===== src/rtl/itb_pkg.sv =====
package itb_pkg;

  // Word offsets inside one channel window
  localparam logic [3:0] OFS_RESET = 4'h0;
  localparam logic [3:0] OFS_START = 4'h1;
  localparam logic [3:0] OFS_STOP  = 4'h2;
  localparam logic [3:0] OFS_MODE  = 4'h3;
  localparam logic [3:0] OFS_STAT  = 4'h4;
  localparam logic [3:0] OFS_COUNT = 4'h5;
  localparam logic [3:0] OFS_TERM  = 4'h6;
  localparam logic [3:0] OFS_IEN   = 4'h7;
  localparam logic [3:0] OFS_ACK   = 4'h8;

  localparam int WIN_SHIFT   = 6;      // 0x40-byte window per channel
  localparam int SHARED_ADDR = 'h100;  // clock-request register
  localparam int ACK_BIT     = 7;

  typedef enum logic [3:0] {
    ST_IDLE   = 4'd1,
    ST_ACTIVE = 4'd2
  } ch_state_e;

  typedef struct packed {
    logic reset;
    logic start;
    logic stop;
    logic mode_wr;
    logic term_wr;
    logic ien_wr;
    logic ack_wr;
  } ch_cmd_t;

  function automatic logic [31:0] pack_status(input logic run, input logic oneshot,
                                              input logic ien, input logic pend);
    ch_state_e st;
    st = run ? ST_ACTIVE : ST_IDLE;
    return {24'h0, pend, ien, oneshot, run, st};
  endfunction

endpackage


===== src/rtl/itb_decode.sv =====
module itb_decode
  import itb_pkg::*;
#(
  parameter int NCH    = 4,
  parameter int ADDR_W = 9
) (
  input  logic              wr,
  input  logic [ADDR_W-1:0] addr,
  output ch_cmd_t           cmd [NCH],
  output logic              ch_area,
  output logic [$clog2(NCH > 1 ? NCH : 2)-1:0] ch_idx,
  output logic [3:0]        ofs,
  output logic              shared_sel
);
  localparam int SEL_W = $clog2(NCH > 1 ? NCH : 2);
  localparam int AREA_END = NCH << WIN_SHIFT;

  logic aligned;

  assign aligned    = (addr[1:0] == 2'b00);
  assign ch_area    = aligned && (int'(addr) < AREA_END);
  assign ch_idx     = addr[WIN_SHIFT +: SEL_W];
  assign ofs        = addr[5:2];
  assign shared_sel = aligned && (int'(addr) == SHARED_ADDR);

  for (genvar g = 0; g < NCH; g++) begin : g_cmd
    logic hit_ch;
    assign hit_ch = wr && ch_area && (ch_idx == SEL_W'(g));
    always_comb begin
      cmd[g].reset   = hit_ch && (ofs == OFS_RESET);
      cmd[g].start   = hit_ch && (ofs == OFS_START);
      cmd[g].stop    = hit_ch && (ofs == OFS_STOP);
      cmd[g].mode_wr = hit_ch && (ofs == OFS_MODE);
      cmd[g].term_wr = hit_ch && (ofs == OFS_TERM);
      cmd[g].ien_wr  = hit_ch && (ofs == OFS_IEN);
      cmd[g].ack_wr  = hit_ch && (ofs == OFS_ACK);
    end
  end

endmodule


===== src/rtl/itb_channel.sv =====
module itb_channel
  import itb_pkg::*;
#(
  parameter int CNT_W = 32
) (
  input  logic             clk,
  input  logic             rst_n,
  input  logic             tick,
  input  ch_cmd_t          cmd,
  input  logic [CNT_W-1:0] wr_value,
  input  logic             wr_b0,
  input  logic             wr_ack_b,
  output logic [CNT_W-1:0] count,
  output logic [CNT_W-1:0] term,
  output logic             run,
  output logic             oneshot,
  output logic             ien,
  output logic             pend,
  output logic             hit,
  output logic             irq
);

  function automatic logic [CNT_W-1:0] bump(input logic [CNT_W-1:0] c);
    return c + {{(CNT_W-1){1'b0}}, 1'b1};
  endfunction

  logic advance;

  assign advance = tick && run;
  assign hit     = advance && (count == term);
  assign irq     = pend && ien;

  always_ff @(posedge clk) begin
    if (!rst_n) begin
      count   <= '0;
      term    <= '1;
      run     <= 1'b0;
      oneshot <= 1'b0;
      ien     <= 1'b0;
      pend    <= 1'b0;
    end else begin
      if (cmd.reset) begin
        count <= '0;
        pend  <= 1'b0;
        run   <= 1'b0;
      end else begin
        if (hit) begin
          pend <= 1'b1;
          if (!oneshot) count <= '0;
        end else begin
          if (advance) count <= bump(count);
          if (cmd.ack_wr && wr_ack_b) pend <= 1'b0;
        end
        if (cmd.stop)               run <= 1'b0;
        else if (cmd.start)         run <= 1'b1;
        else if (hit && oneshot)    run <= 1'b0;
      end
      if (cmd.mode_wr) oneshot <= wr_b0;
      if (cmd.ien_wr)  ien     <= wr_b0;
      if (cmd.term_wr) term    <= wr_value;
    end
  end

endmodule


===== src/rtl/interval_timer_bank.sv =====
module interval_timer_bank
  import itb_pkg::*;
#(
  parameter int NCH    = 4,
  parameter int CNT_W  = 32,
  parameter int ADDR_W = 9,
  parameter int DATA_W = 32
) (
  input  logic              clk,
  input  logic              rst_n,
  input  logic              bus_wr,
  input  logic              bus_rd,
  input  logic [ADDR_W-1:0] bus_addr,
  input  logic [DATA_W-1:0] bus_wdata,
  output logic [DATA_W-1:0] bus_rdata,
  input  logic [NCH-1:0]    tick_in,
  output logic [NCH-1:0]    irq_out,
  output logic              clk_req
);
  localparam int SEL_W = $clog2(NCH > 1 ? NCH : 2);

  ch_cmd_t          cmd [NCH];
  logic             ch_area;
  logic [SEL_W-1:0] ch_idx;
  logic [3:0]       ofs;
  logic             shared_sel;

  logic [CNT_W-1:0] ch_count [NCH];
  logic [CNT_W-1:0] ch_term  [NCH];
  logic [NCH-1:0]   ch_run, ch_oneshot, ch_ien, ch_pend, ch_hit;

  logic [DATA_W-1:0] rd_word;

  itb_decode #(.NCH(NCH), .ADDR_W(ADDR_W)) u_dec (
    .wr         (bus_wr),
    .addr       (bus_addr),
    .cmd        (cmd),
    .ch_area    (ch_area),
    .ch_idx     (ch_idx),
    .ofs        (ofs),
    .shared_sel (shared_sel)
  );

  for (genvar g = 0; g < NCH; g++) begin : g_ch
    itb_channel #(.CNT_W(CNT_W)) u_ch (
      .clk      (clk),
      .rst_n    (rst_n),
      .tick     (tick_in[g]),
      .cmd      (cmd[g]),
      .wr_value (bus_wdata[CNT_W-1:0]),
      .wr_b0    (bus_wdata[0]),
      .wr_ack_b (bus_wdata[ACK_BIT]),
      .count    (ch_count[g]),
      .term     (ch_term[g]),
      .run      (ch_run[g]),
      .oneshot  (ch_oneshot[g]),
      .ien      (ch_ien[g]),
      .pend     (ch_pend[g]),
      .hit      (ch_hit[g]),
      .irq      (irq_out[g])
    );
  end

  // Shared clock-request bit
  always_ff @(posedge clk) begin
    if (!rst_n)                  clk_req <= 1'b0;
    else if (bus_wr && shared_sel) clk_req <= bus_wdata[0];
  end

  // Read selection
  always_comb begin
    rd_word = '0;
    if (ch_area) begin
      for (int i = 0; i < NCH; i++) begin
        if (ch_idx == SEL_W'(i)) begin
          case (ofs)
            OFS_STAT:  rd_word = DATA_W'(pack_status(ch_run[i], ch_oneshot[i],
                                                     ch_ien[i], ch_pend[i]));
            OFS_COUNT: rd_word = DATA_W'(ch_count[i]);
            OFS_TERM:  rd_word = DATA_W'(ch_term[i]);
            default:   rd_word = '0;
          endcase
        end
      end
    end else if (shared_sel) begin
      rd_word = DATA_W'(clk_req);
    end
  end

  always_ff @(posedge clk) begin
    if (!rst_n)      bus_rdata <= '0;
    else if (bus_rd) bus_rdata <= rd_word;
  end

endmodule


===== config.mk =====
export PLATFORM = sky130hd
export DESIGN_NAME = interval_timer_bank
export DESIGN_NICKNAME = d
export VERILOG_FILES = /design/src/rtl/itb_pkg.sv /design/src/rtl/itb_decode.sv /design/src/rtl/itb_channel.sv /design/src/rtl/interval_timer_bank.sv
export SDC_FILE = /design/constraint.sdc
export NUM_CORES = 1
export LEC_CHECK = 0
export CORE_MARGIN = 1.5
export CORE_UTILIZATION = 25
export CTS_BUF_LIST = sky130_fd_sc_hd__clkbuf_4
export DETAILED_ROUTE_END_ITERATION = 8
export SYNTH_ARGS = -nofsm -noshare
export SYNTH_HDL_FRONTEND = slang
export SYNTH_SLANG_ARGS = --single-unit

===== constraint.sdc =====
create_clock -name clk -period 3.07 [get_ports clk]
set_input_delay 0.7675 -clock clk [delete_from_list [all_inputs] [get_ports clk]]
set_output_delay 0.7675 -clock clk [all_outputs]
set_load 0.01 [all_outputs]

==> metrics, run 1 <==
outcome=completed; GRT Overall Usage=21.27%; Final #Nets=2370; gpl congestion=0.9678; crit path DAT=2.10 ns; Worst VDD drop=0.1963 mV; Starting DRT DRC Count=2406; syn nets=2183; Clock Pin Slew Worst Setup and Hold Paths=0.07 ns; final hold violation count=0; core area=67160 um2; Via-to-Cell Ratio=5.500; FMAX=348.2 MHz; CP Cell Sequence=and2_1, clkdlybuf4s50_1; Slowest cell on crit path=clkdlybuf4s50_1; antenna viol nets, final=0; largest net degree at the start of global routing=60; Cell Area, Synth=16960 um2; RSZ-0062 raised after global routing=no; Netlist cell types=82; crit-path leading delay family=buffers and inverters; final std cells w/o fill=3257; post-synthesis async set-or-reset flop share=0%; number of I/O pins=86; leakage power total=7.599 nW; dpl hpwl=57920 um; Syn Area/Cell=7.962 um2; type of the worst setup path=reg -> out; sequential area share after synthesis=36.00%; pwr/cell area=414.2 nW/um2; post-cts sizing count=0; GRT Residual Overflow=0; Tcrit/Tclk final=93.56%; Starting Density=25.25%; crit-path max cell delay=0.57 ns; Vias=17910; Clk Latency, worst-skew pair=0.89 ns; drt total wl=76100 um; top cells by area, synth=dfxtp_1, nand2_1, nand3_1; post-layout util=31.02%; cells after synthesis=2130; Post-synth EDFFs=0; cts bufs inserted=88; Die Area=69410 um2; die width=263.5 um; number of H-tree levels=3; total power=0.008627 W; R2R setup slack=0.48 ns; clk sink count=305; Slew @ Worst Pin=0.7724 ns; Yosys top cell area share=36.00%; Finish-stage setup viols=0; Fill cells=7223; Clock Skews=0.09581 ns; top-count cell post-synth=nand2_1; Hold WS=0.2303 ns; Port-buffer cells=85; drt drc=0; top fanout value on the critical path=3; Die Span Y=263.5 um; #FFs+latches synth=305; DR pass1 iterations=6; Area Growth Syn to Fin=22.83%; WL/cell=23.36 um; CP required=2.30 ns; cell count after placement=3100; CP endpoint kind=output port; clock root cell=clkbuf_4; TritonCTS clock tree=done; Max Cap Viol=0; max-slew violations=0; setup TNS=0 ns; site row count=95; top_reg_cell synth=dfxtp_1; vias in the first global route=15980; CP bufs+invs=1; fin crit period=2.872 ns; Post-CTS Setup Bufs=0; CTS Hold Bufs=0; Synth Warn #=0; initial antenna violation count=3; Slew HR=48.35%; ratio of cells with drive above 1 in the final layout=16.67%; hold crit path type=in -> reg; Synth area leader=dfxtp_1; most frequent cells after synthesis=nand2_1, dfxtp_1, nand3_1; clock buffer depth=3; crit path launch type=register; first-pass GRT wire length=109700 um
-- registers in the layout, indices dropped and copies added, names as in the netlist --
register           cells
clk_req                1
g_ch.u_ch.term       128
g_ch.u_ch.count      128
g_ch.u_ch.oneshot      4
g_ch.u_ch.run          4
bus_rdata             32
g_ch.u_ch.ien          4
g_ch.u_ch.pend         4
-- power breakdown --
part           switching [W]  total (W)  internal, W  leakage (nW)
combinational       0.000387   0.000619     0.000232          4.48
sequential        0.00000576    0.00397      0.00396          2.46
clock                0.00198    0.00404      0.00206         0.655
-- logic make-up after synthesis --
kind of cell	Yosys count	synth area share (%)
muxes	34	2.235
adders and majority gates	4	0.2951
DFF	305	36.00
AOI/OAI and AO/OA	493	19.74
and+or+nand+nor	918	28.15
xor gates and xnor gates	133	6.869
buffers and inverters	243	6.706
-- metal layers --
layer | wire length (um) | vias to the layer above | part of all wire [%] | GRT usage (%)
li1 | - | 8197 | - | -
met1 | 32900 | 8590 | 43 | 29.78
met2 | 32080 | 964 | 42 | 30.96
met3 | 8213 | 160 | 11 | 5.509
met4 | 2891 | 2 | 3.8 | 8.108
met5 | 13 | - | 0.017 | 0
-- per-stage QoR --
| stage | area, um2 | worst slack [ns] |
|---|---|---|
| 2_1_floorplan | 16960 | 0.5779 |
| 3_3_place_gp | 19700 | -0.1166 |
| 3_5_place_dp | 19700 | -0.1083 |
| 4_1_cts | 20820 | 0.1590 |
| 5_1_grt | 20830 | 0.1525 |
| 6_report | 20830 | 0.1978 |
-- placed cells by master, fill, tap and decap left out, drive strengths merged, types with 19 or more instances in the layout --
master,synthesis,layout
clkbuf,100,127
and2,39,39
dfxtp,305,305
inv,66,67
buf,77,191
a22oi,47,47
or4,36,36
xor2,96,96
nor2b,19,19
or3,42,42
a21oi,158,158
nand3,194,194
a221oi,68,68
nor4,38,38
nand2,344,344
nand4,68,68
xnor2,37,37
o31ai,38,38
clkdlybuf4s50,0,83
clkinv,0,21
nor2,51,51
mux2i,30,30
o22ai,24,24
o21ai,55,55
a211oi,21,21
-- final cells by class --
| type | count | area [um2] | share of cell area [%] |
|---|---|---|---|
| Timing Repair Buffer | 274 | 2500 | 12.00 |
| Inverter | 66 | 247.7 | 1.189 |
| Sequential cell | 305 | 6106 | 29.31 |
| Tap cell | 873 | 1092 | 5.244 |
| Multi-Input combinational cell | 1582 | 9752 | 46.82 |
| Clock buffer | 127 | 953.4 | 4.577 |
| Clock inverter | 27 | 171.4 | 0.8229 |
| Antenna cell | 3 | 7.507 | 0.03604 |
-- worst paths after layout --
path / startpoint / end / depth (start not counted)
max: g_ch[2].u_ch.pend / irq_out[2] / 2
max reg2reg: g_ch[3].u_ch.count[27] / g_ch[3].u_ch.count[9] / 7
min: rst_n / g_ch[0].u_ch.term[1] / 2
min reg2reg: bus_rdata[7] / bus_rdata[7] / 2
No activity file was read; power rests on OpenSTA's default activity.
==> run 2, diff against run 1 <==
--- a/config.mk
+++ b/config.mk
@@ -5,6 +5,7 @@
 export SDC_FILE = /design/constraint.sdc
 export NUM_CORES = 1
 export LEC_CHECK = 0
+export ABC_CLOCK_PERIOD_IN_PS = 3070
 export CORE_MARGIN = 1.5
 export CORE_UTILIZATION = 25
 export CTS_BUF_LIST = sky130_fd_sc_hd__clkbuf_4
==> results of run 2 <==
Final layout, timing and power as in run 1 (identical DEF).
